**src/rtl/trapcmp_pkg.sv**
```systemverilog
package trapcmp_pkg;
    localparam int unsigned NCOND = 5;

    // Position of each relation in the condition vector
    typedef enum int unsigned {
        C_GTU = 0,
        C_LTU = 1,
        C_EQ  = 2,
        C_GTS = 3,
        C_LTS = 4
    } cond_idx_e;
endpackage

```
**src/rtl/trapcmp_operand.sv**
```systemverilog
module trapcmp_operand #(
    parameter int unsigned DATA_W = 64,
    parameter int unsigned HALF_W = 32
) (
    input  logic [DATA_W-1:0] raw,
    input  logic              narrow,
    output logic [DATA_W-1:0] sx,
    output logic [DATA_W-1:0] zx
);
    localparam int unsigned UP_W = DATA_W - HALF_W;

    always_comb begin
        if (narrow) begin
            sx = {{UP_W{raw[HALF_W-1]}}, raw[HALF_W-1:0]};
            zx = {{UP_W{1'b0}}, raw[HALF_W-1:0]};
        end else begin
            sx = raw;
            zx = raw;
        end
    end
endmodule

```
**src/rtl/trapcmp_relations.sv**
```systemverilog
module trapcmp_relations
    import trapcmp_pkg::*;
#(
    parameter int unsigned DATA_W = 64
) (
    input  logic [DATA_W-1:0] a_sx,
    input  logic [DATA_W-1:0] b_sx,
    input  logic [DATA_W-1:0] a_zx,
    input  logic [DATA_W-1:0] b_zx,
    output logic [NCOND-1:0]  bits
);
    always_comb begin
        bits        = '0;
        bits[C_GTU] = a_zx > b_zx;
        bits[C_LTU] = a_zx < b_zx;
        bits[C_EQ]  = a_zx == b_zx;
        bits[C_GTS] = $signed(a_sx) > $signed(b_sx);
        bits[C_LTS] = $signed(a_sx) < $signed(b_sx);
    end
endmodule

```
**src/rtl/trapcmp_decide.sv**
```systemverilog
module trapcmp_decide #(
    parameter int unsigned NC     = 5,
    parameter int unsigned TYPE_W = 5
) (
    input  logic [NC-1:0]     bits,
    input  logic [NC-1:0]     mask,
    input  logic [TYPE_W-1:0] force_vec,
    output logic              fire
);
    always_comb begin
        fire = (|force_vec) | (|(bits & mask));
    end
endmodule

```
**src/rtl/trapcmp_unit.sv**
```systemverilog
module trapcmp_unit
    import trapcmp_pkg::*;
#(
    parameter int unsigned DATA_W     = 64,
    parameter int unsigned HALF_W     = 32,
    parameter int unsigned TYPE_W     = 5,
    parameter bit          REGISTERED = 1'b1
) (
    input  logic              clk,
    input  logic              rst_n,
    input  logic [63:0]       a_i,
    input  logic [63:0]       b_i,
    input  logic [4:0]        cond_mask,
    input  logic              narrow_mode,
    input  logic [4:0]        force_type,
    output logic              trap_fire,
    output logic [4:0]        cond_bits
);
    logic [DATA_W-1:0] a_sx, a_zx, b_sx, b_zx;
    logic [NCOND-1:0]  rel_c;
    logic              fire_c;

    trapcmp_operand #(.DATA_W(DATA_W), .HALF_W(HALF_W)) u_opa (
        .raw(a_i), .narrow(narrow_mode), .sx(a_sx), .zx(a_zx)
    );

    trapcmp_operand #(.DATA_W(DATA_W), .HALF_W(HALF_W)) u_opb (
        .raw(b_i), .narrow(narrow_mode), .sx(b_sx), .zx(b_zx)
    );

    trapcmp_relations #(.DATA_W(DATA_W)) u_rel (
        .a_sx(a_sx), .b_sx(b_sx), .a_zx(a_zx), .b_zx(b_zx), .bits(rel_c)
    );

    trapcmp_decide #(.NC(NCOND), .TYPE_W(TYPE_W)) u_dec (
        .bits(rel_c), .mask(cond_mask), .force_vec(force_type), .fire(fire_c)
    );

    generate
        if (REGISTERED) begin : g_reg
            logic             fire_q;
            logic [NCOND-1:0] rel_q;

            always_ff @(posedge clk or negedge rst_n) begin
                if (!rst_n) begin
                    fire_q <= 1'b0;
                    rel_q  <= '0;
                end else begin
                    fire_q <= fire_c;
                    rel_q  <= rel_c;
                end
            end

            always_comb begin
                trap_fire = fire_q;
                cond_bits = rel_q;
            end
        end else begin : g_comb
            always_comb begin
                trap_fire = fire_c;
                cond_bits = rel_c;
            end
        end
    endgenerate
endmodule

```
**config.mk**
```make
export PLATFORM = sky130hd
export DESIGN_NAME = trapcmp_unit
export DESIGN_NICKNAME = d
export VERILOG_FILES = /design/src/rtl/trapcmp_pkg.sv /design/src/rtl/trapcmp_operand.sv /design/src/rtl/trapcmp_relations.sv /design/src/rtl/trapcmp_decide.sv /design/src/rtl/trapcmp_unit.sv
export SDC_FILE = /design/constraint.sdc
export NUM_CORES = 1
export LEC_CHECK = 0
export BUFFER_PORTS_ARGS = -buffer_cell sky130_fd_sc_hd__buf_4
export CAP_MARGIN = 5
export CORE_MARGIN = 4
export CORE_UTILIZATION = 50
export CTS_BUF_LIST = sky130_fd_sc_hd__clkbuf_8
export CTS_CLUSTER_DIAMETER = 100
export DETAILED_ROUTE_END_ITERATION = 6
export PLACE_DENSITY = 0.84
export SYNTH_ARGS = -nofsm -noshare
export SYNTH_HDL_FRONTEND = slang
export SYNTH_SLANG_ARGS = --single-unit
```
**constraint.sdc**
```tcl
create_clock -name clk -period 1.48 [get_ports clk]
set_clock_uncertainty 0.15 [all_clocks]
set_input_delay 0.074 -clock clk [delete_from_list [all_inputs] [get_ports clk]]
set_output_delay 0.074 -clock clk [all_outputs]
set_load 0.02 [all_outputs]
```
-- Word-level counts from Yosys, hierarchy flattened
Cells that the tools add are included.
- bits in registers: 6
- latch bits: 0
- bits in writable memories: 0
- memory bits (read-only): 0
- input port bits: 141
- output and inout port bits: 6
- logic and storage cells: 15
- memories: 0
- add/subtract/negate cells: 0
- $mul: 0
- divide/modulo/power cells: 0
- $lt $le $gt $ge: 4
- equal/unequal tests: 1
- shift operators: 0
- mux-type cells: 4
- bitwise gates (word level): 2
- reduce and logical (&&, ||, !) cells: 2
- operator list (kind ; number):
    64-bit two-way mux ; 4
    64-bit greater-than comparator ; 2
    64-bit < comparator ; 2
    64-bit == test ; 1
    5-bit OR reduction ; 2
    5-bit AND ; 1
    1-bit OR ; 1

-- Logic depth before layout (Yosys ltp)
- word-level depth: 5
- gate-level depth with buffers: 14
- depth with buffers taken out: 12

-- Hierarchy
A second synthesis with hierarchy kept.
- cell total of the unflattened synthesis: 759
- area total of the unflattened synthesis: 5953.2 sq um
- by module, submodules not included (module ; instances ; cells an instance ; area an instance (sq um) ; seq. area each (sq um)):
    trapcmp_relations ; 1 ; 472 ; 3285.7 ; 0.0
    trapcmp_operand ; 2 ; 138 ; 1238.7 ; 0.0
    trapcmp_unit ; 1 ; 6 ; 150.1 ; 150.1
    trapcmp_decide ; 1 ; 5 ; 40.0 ; 0.0

-- Worst setup path before layout
Ideal clock, no wire load.
- kind: input-to-reg
- start: input port narrow_mode
- end: register g_reg.fire_q, in the netlist trap_fire
- setup time: 0.087 ns
- arrival time: 2.698 ns
- data required time: 1.243 ns
- setup slack: -1.455 ns
- stages: 13
- path buffers: 3
- cell sequence: clkbuf_1 > buf_1 > clkbuf_1 > a21o_1 > ha_1 > a21oi_1 > o21ai_0 > a211oi_1 > nor3_1 > a2111oi_1 > o21ai_2 > mux2_4 > o211ai_1
- cells in the longest elaborated chain, start to end: 5
- elaborated cells between the ends (all ways): 12
- those cells by class: order compare (4); eq/ne (1); mux (4); bitwise (2); reduce/logical (1)
- ends and longest elaborated chain (element ; RTL line ; source):
    start: declaration ; trapcmp_unit.sv:14 ; input logic narrow_mode,
    64-bit two-way mux ; trapcmp_operand.sv:13 ; if (narrow) begin
    64-bit greater-than comparator, or another cell as far along ; trapcmp_relations.sv:14 ; bits[C_GTU] = a_zx > b_zx;
    5-bit AND (*) ; trapcmp_decide.sv:11 ; fire = (|force_vec) | (|(bits & mask));
    5-bit OR reduction (*) ; trapcmp_decide.sv:11 ;
    1-bit OR (*) ; trapcmp_decide.sv:11 ;
    net fire_c ; trapcmp_unit.sv:21 ; logic fire_c;
    end signal: assignment ; trapcmp_unit.sv:49 ; fire_q <= fire_c;
    end: declaration ; trapcmp_unit.sv:41 ; logic fire_q;
The timed path passes the listed nets; every way through them passes the cells marked *.

-- Worst setup path in the final report
Same ends and word-level chain as after synthesis.

==> results.yml <==
status:
  outcome: "complete, but fails checks"
  violations: "setup timing"
grt:
  grt_max_degree: 37
  grtUsageTotal_pct: 29.34
  grt_pass1_wl_um: 18940
  grt_antenna_before_repair: 0
  grt_pass1_vias: 4389
  grt_overflow_total: 0
critical_path:
  critPathMaxFanout: 6
  worstPathArrival_ns: 2.60
  critPathBufInv: 4
  path_class: "in2reg"
  crit_path_start_kind: "input pin"
  cp_slowest_cell: "nor4_4"
  critPathTopFamily: "simple AND/OR/NAND/NOR gates"
  max_stage_delay_ns: 0.44
  critPathRequiredTime_ns: 1.46
  critPathCaptureType: "flip-flop"
  worstPathCellList: "buf_12 -> inv_8 -> nor2_4 -> buf_12 -> buf_12 -> a21oi_1 -> ha_1 -> nand4_1 -> nor4_4 -> and3_4 -> a2111oi_4 -> o21ai_2 -> mux2_4 -> o211ai_1"
  crit_top_cell: "buf_12"
logic_synthesis:
  synthCells: 459
  synth_ff_type: "dfrtp_1"
  synthesis.area_um2: 3298
  synth-seq-cells: 6
  yosys-top-cells-area: "ha_1, a21oi_1, a21o_1"
  synth_area_per_cell_um2: 7.186
  yosysTopAreaCell: "ha_1"
  yosys.area.top_type_share_pct: 36.42
  ys_seq_area_share_pct: 4.552
  synth.most_common_cell: "ha_1"
  synth-edff-count: 0
  ys_warn_count: 0
  synth_cell_type_count: 40
  synthArstFlopShare_pct: 100.0
  synth_commonest_cells: "ha_1, a21oi_1, nand2_1"
  synth_nets: 696
floorplanning:
  io_pins: 147
  dieWidth_um: 89.22
  die_h_um: 89.22
  rows: 29
  dieArea_um2: 7959
  core_um2: 6386
  initial_core_util_pct: 51.65
job:
  cap_violations: 0
clocking:
  clock-sinks: 6
  cts_tree: "done"
  clock-root-buffer: "clkbuf_8"
  cts_made_buffers: 3
  ctsHtreeMaxLevel: 1
  clk_path_buf_depth: 2
  clk_pin_slew_ns: 0.03
placement:
  dp_hpwl_um: 9234
  routabilityCongestion: 0.9817
  io_buffers: 146
sta:
  min_period_ns: 2.619
  worst_pin_slew_ns: 0.4955
  maxSlewHeadroom_pct: 66.61
  fin_ws_ns: -1.139
  fin_hold_ws_ns: 0.03623
  rsz0062_at_grt: "yes"
  min_period_over_period_pct: 177.0
  fmax_mhz: 381.8
  hold_viol: 0
  setup_viol: 6
  finalMaxSlewViolations: 0
layout:
  diodes: 0
  nNetsFinal: 887
  drive_gt1_share_pct: 39.81
  syn_to_final_growth_pct: 60.62
  fillCellCount: 373
  final_util_pct: 82.95
route:
  wl_per_cell_um: 17.44
  vias: 4381
  routed_via_density: 6.043
  drtIter0Drc: 310
  drtAntennaViolNets: 0
  dr.pass1.iters: 5
  finalWirelength_um: 12640
  remaining_drc_errors: 0
power_and_ir_drop:
  power.density_nw_per_um2: 420.5
  vdd_ir_drop_max_v: 0.0004267
  leakagePower_nw: 2.899
worst_hold_path:
  hp-start: "cond_mask[3]"
  hold_end: "trap_fire$_DFF_PN0_"
  hold_depth: 3
  hp-class: "in2reg"
[layout by cell type (no fill, tap or decap), drive strengths merged]
| master | n |
|---|---|
| xor2 | 1 |
| a221oi | 4 |
| and3 | 1 |
| nor2b | 35 |
| a211oi | 4 |
| clkbuf | 4 |
| a2111oi | 1 |
| and2 | 2 |
| a21boi | 1 |
| a211o | 1 |
| o211ai | 3 |
| dfrtp | 6 |
| buf | 203 |
| inv | 37 |
| or4 | 1 |
| ha | 96 |
| nand2b | 1 |
| a21o | 42 |
| a311oi | 1 |
| a21oi | 72 |
| nand4 | 17 |
| nand3 | 8 |
| and4 | 4 |
| dlygate4sd3 | 2 |
| nor4 | 4 |
| or3b | 1 |
| mux2 | 1 |
| o31ai | 1 |
| o21ai | 19 |
| a221o | 1 |
| nor3 | 6 |
| nand2 | 56 |
| nor2 | 12 |
[through the flow]
| stage | TNS (ns) | cells | total power [mW] | setup slack, ns | instance area (um2) |
|---|---|---|---|---|---|
| detailed placement | -6.070 | 712 | 1.764 | -1.230 | 4955 |
| floorplan | -4.489 | 459 | 1.109 | -0.9815 | 3562 |
| finish | -5.069 | 725 | 2.227 | -1.139 | 5298 |
| global placement | -5.606 | 712 | 1.690 | -1.131 | 4955 |
| global route | -5.478 | 725 | 2.390 | -1.187 | 5298 |
| CTS | -4.255 | 725 | 2.121 | -0.9324 | 5273 |
[worst max path at each step]
| stage | from | endpoint | slack [ns] | cells after the start |
|---|---|---|---|---|
| final | narrow_mode | trap_fire$_DFF_PN0_ | -1.14 | 14 |
| after global placement | narrow_mode | trap_fire$_DFF_PN0_ | -1.13 | 13 |
| after floorplan | narrow_mode | trap_fire$_DFF_PN0_ | -0.98 | 14 |
| after detailed placement | narrow_mode | trap_fire$_DFF_PN0_ | -1.23 | 13 |
| after CTS | narrow_mode | trap_fire$_DFF_PN0_ | -0.93 | 14 |
| after global routing | narrow_mode | trap_fire$_DFF_PN0_ | -1.19 | 14 |
[timing repair]
action	in CTS	in global routing
hold endpoints to repair	7	0
hold buffers	2	0
resized for setup	29	12
cloned	3	1
setup buffers	5	1
endpoints found under the setup margin	6	6
pin swaps	15	17
[area by class of cell]
class	count	area, um2	share of cell area (%)
Tap cell	77	96.34	1.819
Inverter	37	146.4	2.763
Sequential cell	6	150.1	2.834
Clock buffer	3	41.29	0.7794
Timing Repair Buffer	206	1675	31.63
Multi-Input combinational cell	396	3188	60.18
[power by group]
| part | leakage (nW) | internal [mW] | switching (mW) |
|---|---|---|---|
| Combinational | 2.81 | 0.908 | 0.875 |
| Sequential | 0.0694 | 0.192 | 0.00969 |
| Clock | 0.0216 | 0.175 | 0.0674 |
| Total | 2.90 | 1.27 | 0.952 |
[worst min-delay path, stage by stage]
cell,delay [ns]
buf_4,0.11
o21ai_0,0.08
o211ai_1,0.08
[sequential cells by signal, indices dropped and copies added, names as in the netlist]
signal	count
trap_fire	1
cond_bits	5
[metal layers]
metal / track usage (%) / share of wire, % / vias to the layer above / wire [um]
met3: 4.147 / 8.6 / 62 / 1087
met5: 0 / 0 / - / 0
met2: 53.11 / 49 / 278 / 6220
met4: 13.13 / 4.6 / 0 / 587
li1: - / - / 2053 / -
met1: 33.92 / 38 / 1988 / 4748
[cells by family after synthesis]
logic type | count (synthesis) | share of synthesized area (%)
xor gates and xnor gates | 1 | 0.2656
AOI/OAI and AO/OA | 150 | 28.57
adders and majority gates | 96 | 36.42
DFF | 6 | 4.552
buffers and inverters | 57 | 6.487
and+or+nand+nor | 148 | 23.26
muxes | 1 | 0.4551
Power figures use the tool's default switching activity.
